`src/rtl/msr_pkg.sv`:
```
package msr_pkg;
  localparam int unsigned REG_W    = 16;
  localparam int unsigned N_EVT    = 5;
  localparam int unsigned N_LVL    = 3;
  localparam int unsigned N_SW     = 4;
  localparam int unsigned BIT_TICK = 0;
  localparam int unsigned BIT_OVF  = 1;
  localparam int unsigned EVT_LSB  = 2;
  localparam int unsigned LVL_LSB  = 8;
  localparam int unsigned SW_LSB   = 11;

  typedef logic [REG_W-1:0] word_t;

  function automatic word_t field_mask(int unsigned lsb, int unsigned n);
    word_t m;
    m = '0;
    for (int unsigned i = 0; i < n; i++) m[lsb+i] = 1'b1;
    return m;
  endfunction

  localparam word_t LATCH_M = field_mask(0, EVT_LSB + N_EVT);
  localparam word_t LVL_M   = field_mask(LVL_LSB, N_LVL);
  localparam word_t SW_M    = field_mask(SW_LSB, N_SW);
  localparam word_t USED_M  = LATCH_M | LVL_M | SW_M;
  localparam word_t INT_M   = LATCH_M | SW_M;
endpackage

```
`src/rtl/msr_sec_timer.sv`:
```
module msr_sec_timer #(
  parameter int unsigned CLK_HZ = 100_000_000
) (
  input  logic clk,
  input  logic rst,
  output logic tick_o
);
  localparam int unsigned CNT_W = (CLK_HZ > 1) ? $clog2(CLK_HZ) : 1;
  localparam logic [CNT_W-1:0] RELOAD = CNT_W'(CLK_HZ - 1);

  logic [CNT_W-1:0] cnt_q;

  always_ff @(posedge clk) begin
    if (rst) begin
      cnt_q  <= RELOAD;
      tick_o <= 1'b0;
    end else begin
      tick_o <= (cnt_q == '0);
      if (cnt_q == '0) cnt_q <= RELOAD;
      else             cnt_q <= cnt_q - 1'b1;
    end
  end

  // Independent gap counter used only to check the tick spacing.
  logic [CNT_W-1:0] gap_q;
  logic             seen_q;
  always_ff @(posedge clk) begin
    if (rst) begin
      gap_q  <= '0;
      seen_q <= 1'b0;
    end else if (tick_o) begin
      gap_q  <= '0;
      seen_q <= 1'b1;
    end else begin
      gap_q  <= gap_q + 1'b1;
    end
  end

  p_tick_period_r6: assert property (@(posedge clk) disable iff (rst)
    (tick_o && seen_q) |-> (gap_q == RELOAD))
    else $error("R6 tick spacing differs from CLK_HZ");
endmodule

```
`src/rtl/msr_sat_edge.sv`:
```
module msr_sat_edge #(
  parameter int unsigned N_SAT = 4
) (
  input  logic             clk,
  input  logic             rst,
  input  logic [N_SAT-1:0] sat_i,
  output logic             ovf_o
);
  logic any_q;
  logic any_now;

  assign any_now = |sat_i;

  always_ff @(posedge clk) begin
    if (rst) begin
      any_q <= 1'b0;
      ovf_o <= 1'b0;
    end else begin
      any_q <= any_now;
      ovf_o <= any_now & ~any_q;
    end
  end

  p_ovf_single_r5: assert property (@(posedge clk) disable iff (rst)
    ovf_o |=> !ovf_o)
    else $error("R5 overflow pulse longer than one cycle");
endmodule

```
`src/rtl/msr_status_core.sv`:
```
module msr_status_core
  import msr_pkg::*;
#(
  parameter int unsigned ADDR_W    = 8,
  parameter logic [ADDR_W-1:0] STAT_ADDR = 8'h08,
  parameter logic [ADDR_W-1:0] MASK_ADDR = 8'h0A
) (
  input  logic              clk,
  input  logic              rst,
  input  logic              rd_en,
  input  logic              wr_en,
  input  logic [ADDR_W-1:0] addr,
  input  word_t             wdata,
  input  word_t             set_vec,
  input  word_t             lvl_vec,
  output word_t             status_o,
  output word_t             mask_o,
  output word_t             rdata_o
);
  word_t latch_q, sw_q, mask_q;
  logic  stat_rd, stat_wr, mask_rd, mask_wr;

  assign stat_rd = rd_en && (addr == STAT_ADDR);
  assign stat_wr = wr_en && (addr == STAT_ADDR);
  assign mask_rd = rd_en && (addr == MASK_ADDR);
  assign mask_wr = wr_en && (addr == MASK_ADDR);

  always_ff @(posedge clk) begin
    if (rst) begin
      latch_q <= '0;
      sw_q    <= '0;
      mask_q  <= '0;
      rdata_o <= '0;
    end else begin
      latch_q <= ((stat_rd ? '0 : latch_q) | set_vec) & LATCH_M;
      if (stat_wr) sw_q   <= wdata & SW_M;
      if (mask_wr) mask_q <= wdata & USED_M;
      if (rd_en) begin
        if (stat_rd)      rdata_o <= (latch_q | sw_q | lvl_vec) & USED_M;
        else if (mask_rd) rdata_o <= mask_q;
        else              rdata_o <= '0;
      end
    end
  end

  assign status_o = latch_q | sw_q;
  assign mask_o   = mask_q;

  p_evt_latch_r2: assert property (@(posedge clk) disable iff (rst)
    ((set_vec & LATCH_M) != '0) |=>
      ((latch_q & $past(set_vec & LATCH_M)) == $past(set_vec & LATCH_M)))
    else $error("R2 event not latched");

  p_clr_on_read_r3: assert property (@(posedge clk) disable iff (rst)
    (stat_rd && ((set_vec & LATCH_M) == '0)) |=> (latch_q == '0))
    else $error("R3 latched bits survive a read");

  p_keep_same_cycle_r4: assert property (@(posedge clk) disable iff (rst)
    (stat_rd && ((set_vec & LATCH_M) != '0)) |=>
      ((latch_q & $past(set_vec & LATCH_M)) != '0))
    else $error("R4 same-cycle event lost");

  p_ro_ignore_wr_r7: assert property (@(posedge clk) disable iff (rst)
    (stat_wr && ((set_vec & LATCH_M) == '0)) |=>
      ((latch_q & ~$past(latch_q)) == '0))
    else $error("R7 write changed a read-only bit");

  p_sw_write_r8: assert property (@(posedge clk) disable iff (rst)
    stat_wr |=> (sw_q == ($past(wdata) & SW_M)))
    else $error("R8 software flags not loaded");
endmodule

```
`src/rtl/msr_irq_gen.sv`:
```
module msr_irq_gen
  import msr_pkg::*;
(
  input  logic  clk,
  input  logic  rst,
  input  word_t status_i,
  input  word_t mask_i,
  output logic  irq_o
);
  always_ff @(posedge clk) begin
    if (rst) irq_o <= 1'b0;
    else     irq_o <= |(status_i & mask_i & INT_M);
  end

  p_irq_follow_r10: assert property (@(posedge clk) disable iff (rst)
    ((status_i & mask_i & INT_M) == '0) |=> !irq_o)
    else $error("R10 irq without a masked status bit");
endmodule

```
`src/rtl/msr_aggregator.sv`:
```
module msr_aggregator
  import msr_pkg::*;
#(
  parameter int unsigned CLK_HZ    = 100_000_000,
  parameter int unsigned N_SAT     = 4,
  parameter int unsigned ADDR_W    = 8,
  parameter logic [ADDR_W-1:0] STAT_ADDR = 8'h08,
  parameter logic [ADDR_W-1:0] MASK_ADDR = 8'h0A
) (
  input  logic              clk,
  input  logic              rst,
  input  logic              rd_en,
  input  logic              wr_en,
  input  logic [ADDR_W-1:0] addr,
  input  logic [15:0]       wdata,
  output logic [15:0]       rdata,
  input  logic [4:0]        evt_i,
  input  logic [N_SAT-1:0]  sat_i,
  input  logic [2:0]        alarm_i,
  output logic              irq
);
  logic  tick, ovf;
  word_t set_vec, lvl_vec, status, mask;

  msr_sec_timer #(.CLK_HZ(CLK_HZ)) u_timer (
    .clk(clk), .rst(rst), .tick_o(tick)
  );

  msr_sat_edge #(.N_SAT(N_SAT)) u_sat (
    .clk(clk), .rst(rst), .sat_i(sat_i), .ovf_o(ovf)
  );

  always_comb begin
    set_vec = '0;
    set_vec[BIT_TICK] = tick;
    set_vec[BIT_OVF]  = ovf;
    set_vec[EVT_LSB +: N_EVT] = evt_i;
    lvl_vec = '0;
    lvl_vec[LVL_LSB +: N_LVL] = alarm_i;
  end

  msr_status_core #(
    .ADDR_W(ADDR_W), .STAT_ADDR(STAT_ADDR), .MASK_ADDR(MASK_ADDR)
  ) u_core (
    .clk(clk), .rst(rst), .rd_en(rd_en), .wr_en(wr_en), .addr(addr),
    .wdata(wdata), .set_vec(set_vec), .lvl_vec(lvl_vec),
    .status_o(status), .mask_o(mask), .rdata_o(rdata)
  );

  msr_irq_gen u_irq (
    .clk(clk), .rst(rst), .status_i(status), .mask_i(mask), .irq_o(irq)
  );

  p_ovf_from_edge_r5: assert property (@(posedge clk) disable iff (rst)
    $rose(status[BIT_OVF]) |-> $past(|sat_i, 2))
    else $error("R5 overflow bit set without a saturation edge");
endmodule

```
`config.mk`:
```
export PLATFORM = sky130hd
export DESIGN_NAME = msr_aggregator
export DESIGN_NICKNAME = d
export VERILOG_FILES = /design/src/rtl/msr_pkg.sv /design/src/rtl/msr_sec_timer.sv /design/src/rtl/msr_sat_edge.sv /design/src/rtl/msr_status_core.sv /design/src/rtl/msr_irq_gen.sv /design/src/rtl/msr_aggregator.sv
export SDC_FILE = /design/constraint.sdc
export NUM_CORES = 1
export LEC_CHECK = 0
export BUFFER_PORTS_ARGS = -buffer_cell sky130_fd_sc_hd__buf_2
export CAP_MARGIN = 20
export CORE_AREA = 4 4 83 85
export CTS_BUF_LIST = sky130_fd_sc_hd__clkbuf_8
export CTS_CLUSTER_DIAMETER = 30
export DETAILED_ROUTE_END_ITERATION = 8
export DIE_AREA = 0 0 87 89
export PLACE_DENSITY = 0.76
export REMOVE_ABC_BUFFERS = 1
export SLEW_MARGIN = 20
export SYNTH_ARGS = -nofsm -noshare
export SYNTH_HDL_FRONTEND = slang
export SYNTH_SLANG_ARGS = --single-unit
```
`constraint.sdc`:
```
create_clock -name clk -period 2.1 [get_ports clk]
set_clock_uncertainty 0.1 [all_clocks]
set_input_delay 0.525 -clock clk [delete_from_list [all_inputs] [get_ports clk]]
set_output_delay 0.525 -clock clk [all_outputs]
set_load 0.005 [all_outputs]
```
Yosys cells after proc, flatten, opt, wreduce, memory -nomap -nowiden
Cells that the tools add are included.

storage, ports and cells
  input port bits = 40
  word-level logic and storage cells = 29
  register bits after elaboration = 72
  output and inout port bits = 17

operators by class
  reductions and logical operators = 8
  $add $sub $neg = 1
  bitwise operators = 6
  mux-type cells = 3
  equal/unequal tests = 2

operators with widths
  cell                                                 count
  zero test 27 bit                                     1
  subtractor 27 x 1 -> 27 bit (second input constant)  1
  == test 8 x 4 -> 1 bit (second input constant)       2
  two-way mux 16 bit                                   1
  AND 15 bit                                           1
  two-way mux 15 bit                                   1
  OR 15 x 11 -> 15 bit                                 1
  OR 7 x 15 -> 15 bit                                  1
  OR reduction 11 bit                                  1
  two-way mux 7 bit                                    1
  OR 7 bit                                             1
  logical AND 1 bit                                    4
  OR reduction 4 bit                                   1
  OR reduction 2 bit                                   1
  AND 1 bit                                            1
  NOT 1 bit                                            1

Logic depth before layout (Yosys ltp)
  depth after elaboration = 4
  gate-level depth with buffers = 7
  mapped depth without buffers = 7

Cells and area by module
From an unflattened synthesis, not the netlist that was laid out.

second synthesis, totals
  cell total of the unflattened synthesis = 366
  area total of the unflattened synthesis = 3529.6 sq um

by module, submodules not included
  module           area each (sq um)  sequential area each (sq um)  cells an instance  times used
  msr_status_core  1975.6             780.7                         198                1
  msr_sec_timer    1408.9             560.5                         154                1
  msr_irq_gen      80.1               20.0                          8                  1
  msr_sat_edge     61.3               40.0                          5                  1
  msr_aggregator   3.8                0.0                           1                  1

Worst setup path after synthesis
No wires, ideal clock.

  kind = input-to-reg
  from = input port addr[5]
  to = register u_core.sw_q[12]
  data arrival time = 1915 ps
  setup slack = -43 ps
  stages = 6
  buffers on the path = 1
  required time = 1872 ps
  setup time = 128 ps
  cell sequence = or4_4 > nor4b_4 > and3b_1 > clkbuf_2 > mux2i_1 > nor2_1

between the ends
  word-level cells in the longest chain between the ends = 2

RTL lines
  item                    line                   source
  start: declaration      msr_aggregator.sv:14   input logic [ADDR_W-1:0] addr,
  == test 8 x 4 -> 1 bit  msr_status_core.sv:24  assign stat_wr = wr_en && (addr == STAT_ADDR);
  logical AND 1 bit       msr_status_core.sv:24
  end signal: assignment  msr_status_core.sv:36  if (stat_wr) sw_q <= wdata & SW_M;
  end: declaration        msr_status_core.sv:20  word_t latch_q, sw_q, mask_q;

Every way passes these cells.
A chain may end at the register's enable or synchronous reset.

Worst setup path in the final report
  from = register u_timer.cnt_q[8]
  to = register u_timer.cnt_q[25]

between the ends
  word-level cells in the longest chain between the ends = 2
  elaborated cells on any way between the ends = 3
  classes of those cells = 1 x add/sub; 2 x reduce/logical

RTL lines
  item                                                                                 line                 source
  start: declaration                                                                   msr_sec_timer.sv:11  logic [CNT_W-1:0] cnt_q;
  start signal: assignment                                                             msr_sec_timer.sv:20  else cnt_q <= cnt_q - 1'b1;
  parallel branches: the longest is 2 deep, another holds subtractor 27 x 1 -> 27 bit  --

Parallel ways; which one is timed is not known.

==> insert_results.sql <==
INSERT INTO impl_metrics (metric_group, metric, value, unit) VALUES
('outcome', 'status', 'finished clean', ''),
('finish', 'mostFrequentLayoutCell', 'dfxtp_1', ''),
('clock_tree', 'ctsHoldBuffers', '0', ''),
('synthesis', 'synth-async-reset-ratio', '0', '%'),
('placement', 'dp_hpwl', '4790', 'um'),
('floorplan', 'num_io_pins', '57', ''),
('finish', 'finish.net_count', '449', ''),
('finish', 'instances_no_fill', '489', ''),
('setup_path', 'worstPathBufferInverterCount', '0', ''),
('sta', 'timing.final.crit_period', '2.03', 'ns'),
('detailed_routing', 'postRouteAntennaNets', '0', ''),
('synthesis', 'syn-cell-area', '3090', 'um^2'),
('setup_path', 'rrSetupSlack', '0.07', 'ns'),
('clock_tree', 'cts_max_path_buffers', '2', ''),
('global_route', 'gr-total-overflow', '0', ''),
('detailed_routing', 'viasPerCell', '5.31', ''),
('floorplan', 'initial_utilization', '49.9', '%'),
('detailed_routing', 'detailroute.via_count', '2599', ''),
('synthesis', 'synth_sequential_area_ratio', '45.3', '%'),
('placement', 'numPlacedInstances', '473', ''),
('finish', 'antenna_diode_count', '0', ''),
('worst_hold_path', 'worst_hold_start', 'u_sat.any_q', ''),
('detailed_routing', 'routed_wl', '6670', 'um'),
('finish', 'drive_gt1_share', '28.9', '%'),
('clock_tree', 'clock_sinks', '70', ''),
('pwr', 'total_leakage_power', '1.59', 'nW'),
('synthesis', 'postSynthCellCount', '336', ''),
('setup_path', 'worstPathArrival', '2.18', 'ns'),
('worst_hold_path', 'hold_path.class', 'flop to flop', ''),
('setup_path', 'cp-start-kind', 'flop', ''),
('sta', 'rsz0062_at_grt', 'false', ''),
('floorplan', 'num_rows', '29', ''),
('finish', 'fin_util', '60.6', '%'),
('setup_path', 'critical-path-max-stage-delay', '0.54', 'ns'),
('pwr', 'design_power_total', '2.53', 'mW'),
('setup_path', 'crit_path_top_delay_cell', 'or4_4', ''),
('setup_path', 'worstReg2RegEnd', 'u_timer.cnt_q[25]', ''),
('detailed_routing', 'pre_antenna_drt_iters', '4', ''),
('run', 'max_cap_violations', '0', ''),
('setup_path', 'r2r-start', 'u_timer.cnt_q[8]', ''),
('clock_tree', 'postCtsSetupBuffers', '0', ''),
('sta', 'worst_hold_margin', '0.268', 'ns'),
('global_route', 'initial_antenna_violation_count', '0', ''),
('setup_path', 'critical_path.cell_chain', 'or4_4, nand2b_4, nor4_4, nand3_2, o32ai_2', ''),
('clock_tree', 'clk-insertion-delay-late', '0.35', 'ns'),
('global_route', 'pin_count_of_the_biggest_net_entering_global_routing', '34', ''),
('pwr', 'power.density', '673', 'nW/um^2'),
('setup_path', 'critical_path_fanout_max', '5', ''),
('global_route', 'wire_length_of_the_first_global_routing_pass', '10900', 'um'),
('setup_path', 'worst_setup_path_end_kind', 'flop', ''),
('finish', 'layout_common_cells', 'dfxtp_1, nor2_1, buf_2', ''),
('clock_tree', 'maximum_level_of_the_cts_h_tree', '3', ''),
('sta', 'fmax', '494', 'MHz'),
('synthesis', 'syn_area_per_cell', '9.21', 'um^2'),
('clock_tree', 'numCtsBuffers', '9', ''),
('clock_tree', 'clkSlewWorstSetupHoldPaths', '0.08', 'ns'),
('finish', 'nFillCells', '544', ''),
('worst_hold_path', 'min_delay_path_depth', '1', ''),
('setup_path', 'critPathKind', 'flop to flop', ''),
('sta', 'final_max_slew_viol_count', '0', ''),
('synthesis', 'number_of_distinct_library_cell_variants_in_the_gate_level_netlist_after_synthesis', '54', ''),
('setup_path', 'critical_path_required', '2.26', 'ns'),
('clock_tree', 'clock_tree_from_tritoncts', 'yes', ''),
('placement', 'port-buffer-count', '52', ''),
('setup_path', 'worst_r2r_path_depth', '5', ''),
('floorplan', 'die_y', '89', 'um'),
('pwr', 'max-vdd-ir-drop', '0.000398', 'V'),
('sta', 'final_hold_fails', '0', ''),
('detailed_routing', 'detail_route.drc_violations', '0', ''),
('sta', 'layout_worst_path_cycle_share', '96.5', '%'),
('worst_hold_path', 'min_to', 'u_sat.ovf_o', '');
## layout make-up
| cell class | count | area (um^2) | area share [%] |
|---|---|---|---|
| clock buffers | 9 | 124 | 3.29 |
| clock inverters | 7 | 66.3 | 1.76 |
| inverters | 6 | 22.5 | 0.599 |
| multi-input cells | 243 | 1590 | 42.3 |
| flip-flops and latches | 70 | 1400 | 37.3 |
| well taps | 77 | 96.3 | 2.56 |
| repair buffers | 77 | 460 | 12.2 |
## flip-flops by register name, summed over array words and instances, names as in the netlist
signal / count
u_timer.cnt_q: 27
u_core.mask_o: 14
u_core.latch_q: 7
u_sat.ovf_o: 1
u_core.rdata_o: 14
u_sat.any_q: 1
u_timer.tick_o: 1
u_core.sw_q: 4
u_irq.irq_o: 1
## worst max path at each step
stage,startpoint,endpoint,slack (ns),cells after the start
floorplan,addr[5],u_core.mask_o[0],-0.10,5
global placement,addr[5],u_core.sw_q[14],-0.22,6
detailed placement,addr[5],u_core.sw_q[14],-0.25,6
CTS,u_timer.cnt_q[8],u_timer.cnt_q[25],0.09,5
global route,u_timer.cnt_q[8],u_timer.cnt_q[25],0.01,5
finish,u_timer.cnt_q[8],u_timer.cnt_q[25],0.07,5
## stage by stage
stage	area [um^2]	setup WS, ns	TNS (ns)
final	3760	0.0745	0
after global routing	3760	0.0133	0
after CTS	3750	0.0927	0
after detailed placement	3560	-0.254	-3.94
after global placement	3560	-0.224	-3.47
after floorplan	3010	-0.104	-1.51
## Yosys cell counts (6+ instances only)
cell      instances  share of area, %
dfxtp_1          70                45
nor2_1           53               6.4
a21oi_1          30               4.9
nand2_1          21               2.5
mux2i_1          18               5.8
mux2_2           14               5.1
nor2b_1          14               2.8
nor3_1           13               2.1
xnor2_1          10               2.8
clkbuf_1          9               1.1
inv_1             6              0.73
nand3_1           6              0.97
nor4_1            6               1.2
## metal layers
layer	share of wire, %	track usage (%)
met1	44	20.7
met5	0	0
met3	5.7	4.42
met2	50	30.8
met4	0.68	9.35
## report_power, final
group / internal [mW] / switching [mW] / total, mW
registers: 1.34 / 0.0118 / 1.35
logic: 0.0606 / 0.0682 / 0.129
clock network: 0.542 / 0.504 / 1.05
## logic make-up after synthesis
| kind of cell | after synthesis | synth area share [%] |
|---|---|---|
| AO/OA/AOI/OAI | 52 | 10.5 |
| XOR/XNOR | 13 | 3.68 |
| adder cells (fa/ha/maj) | 2 | 0.809 |
| buffers and inverters | 24 | 3.64 |
| flip-flops | 70 | 45.3 |
| multiplexers | 32 | 10.9 |
| other | 1 | 0.121 |
| AND/OR/NAND/NOR | 142 | 25.0 |
Power figures use the tool's default switching activity.
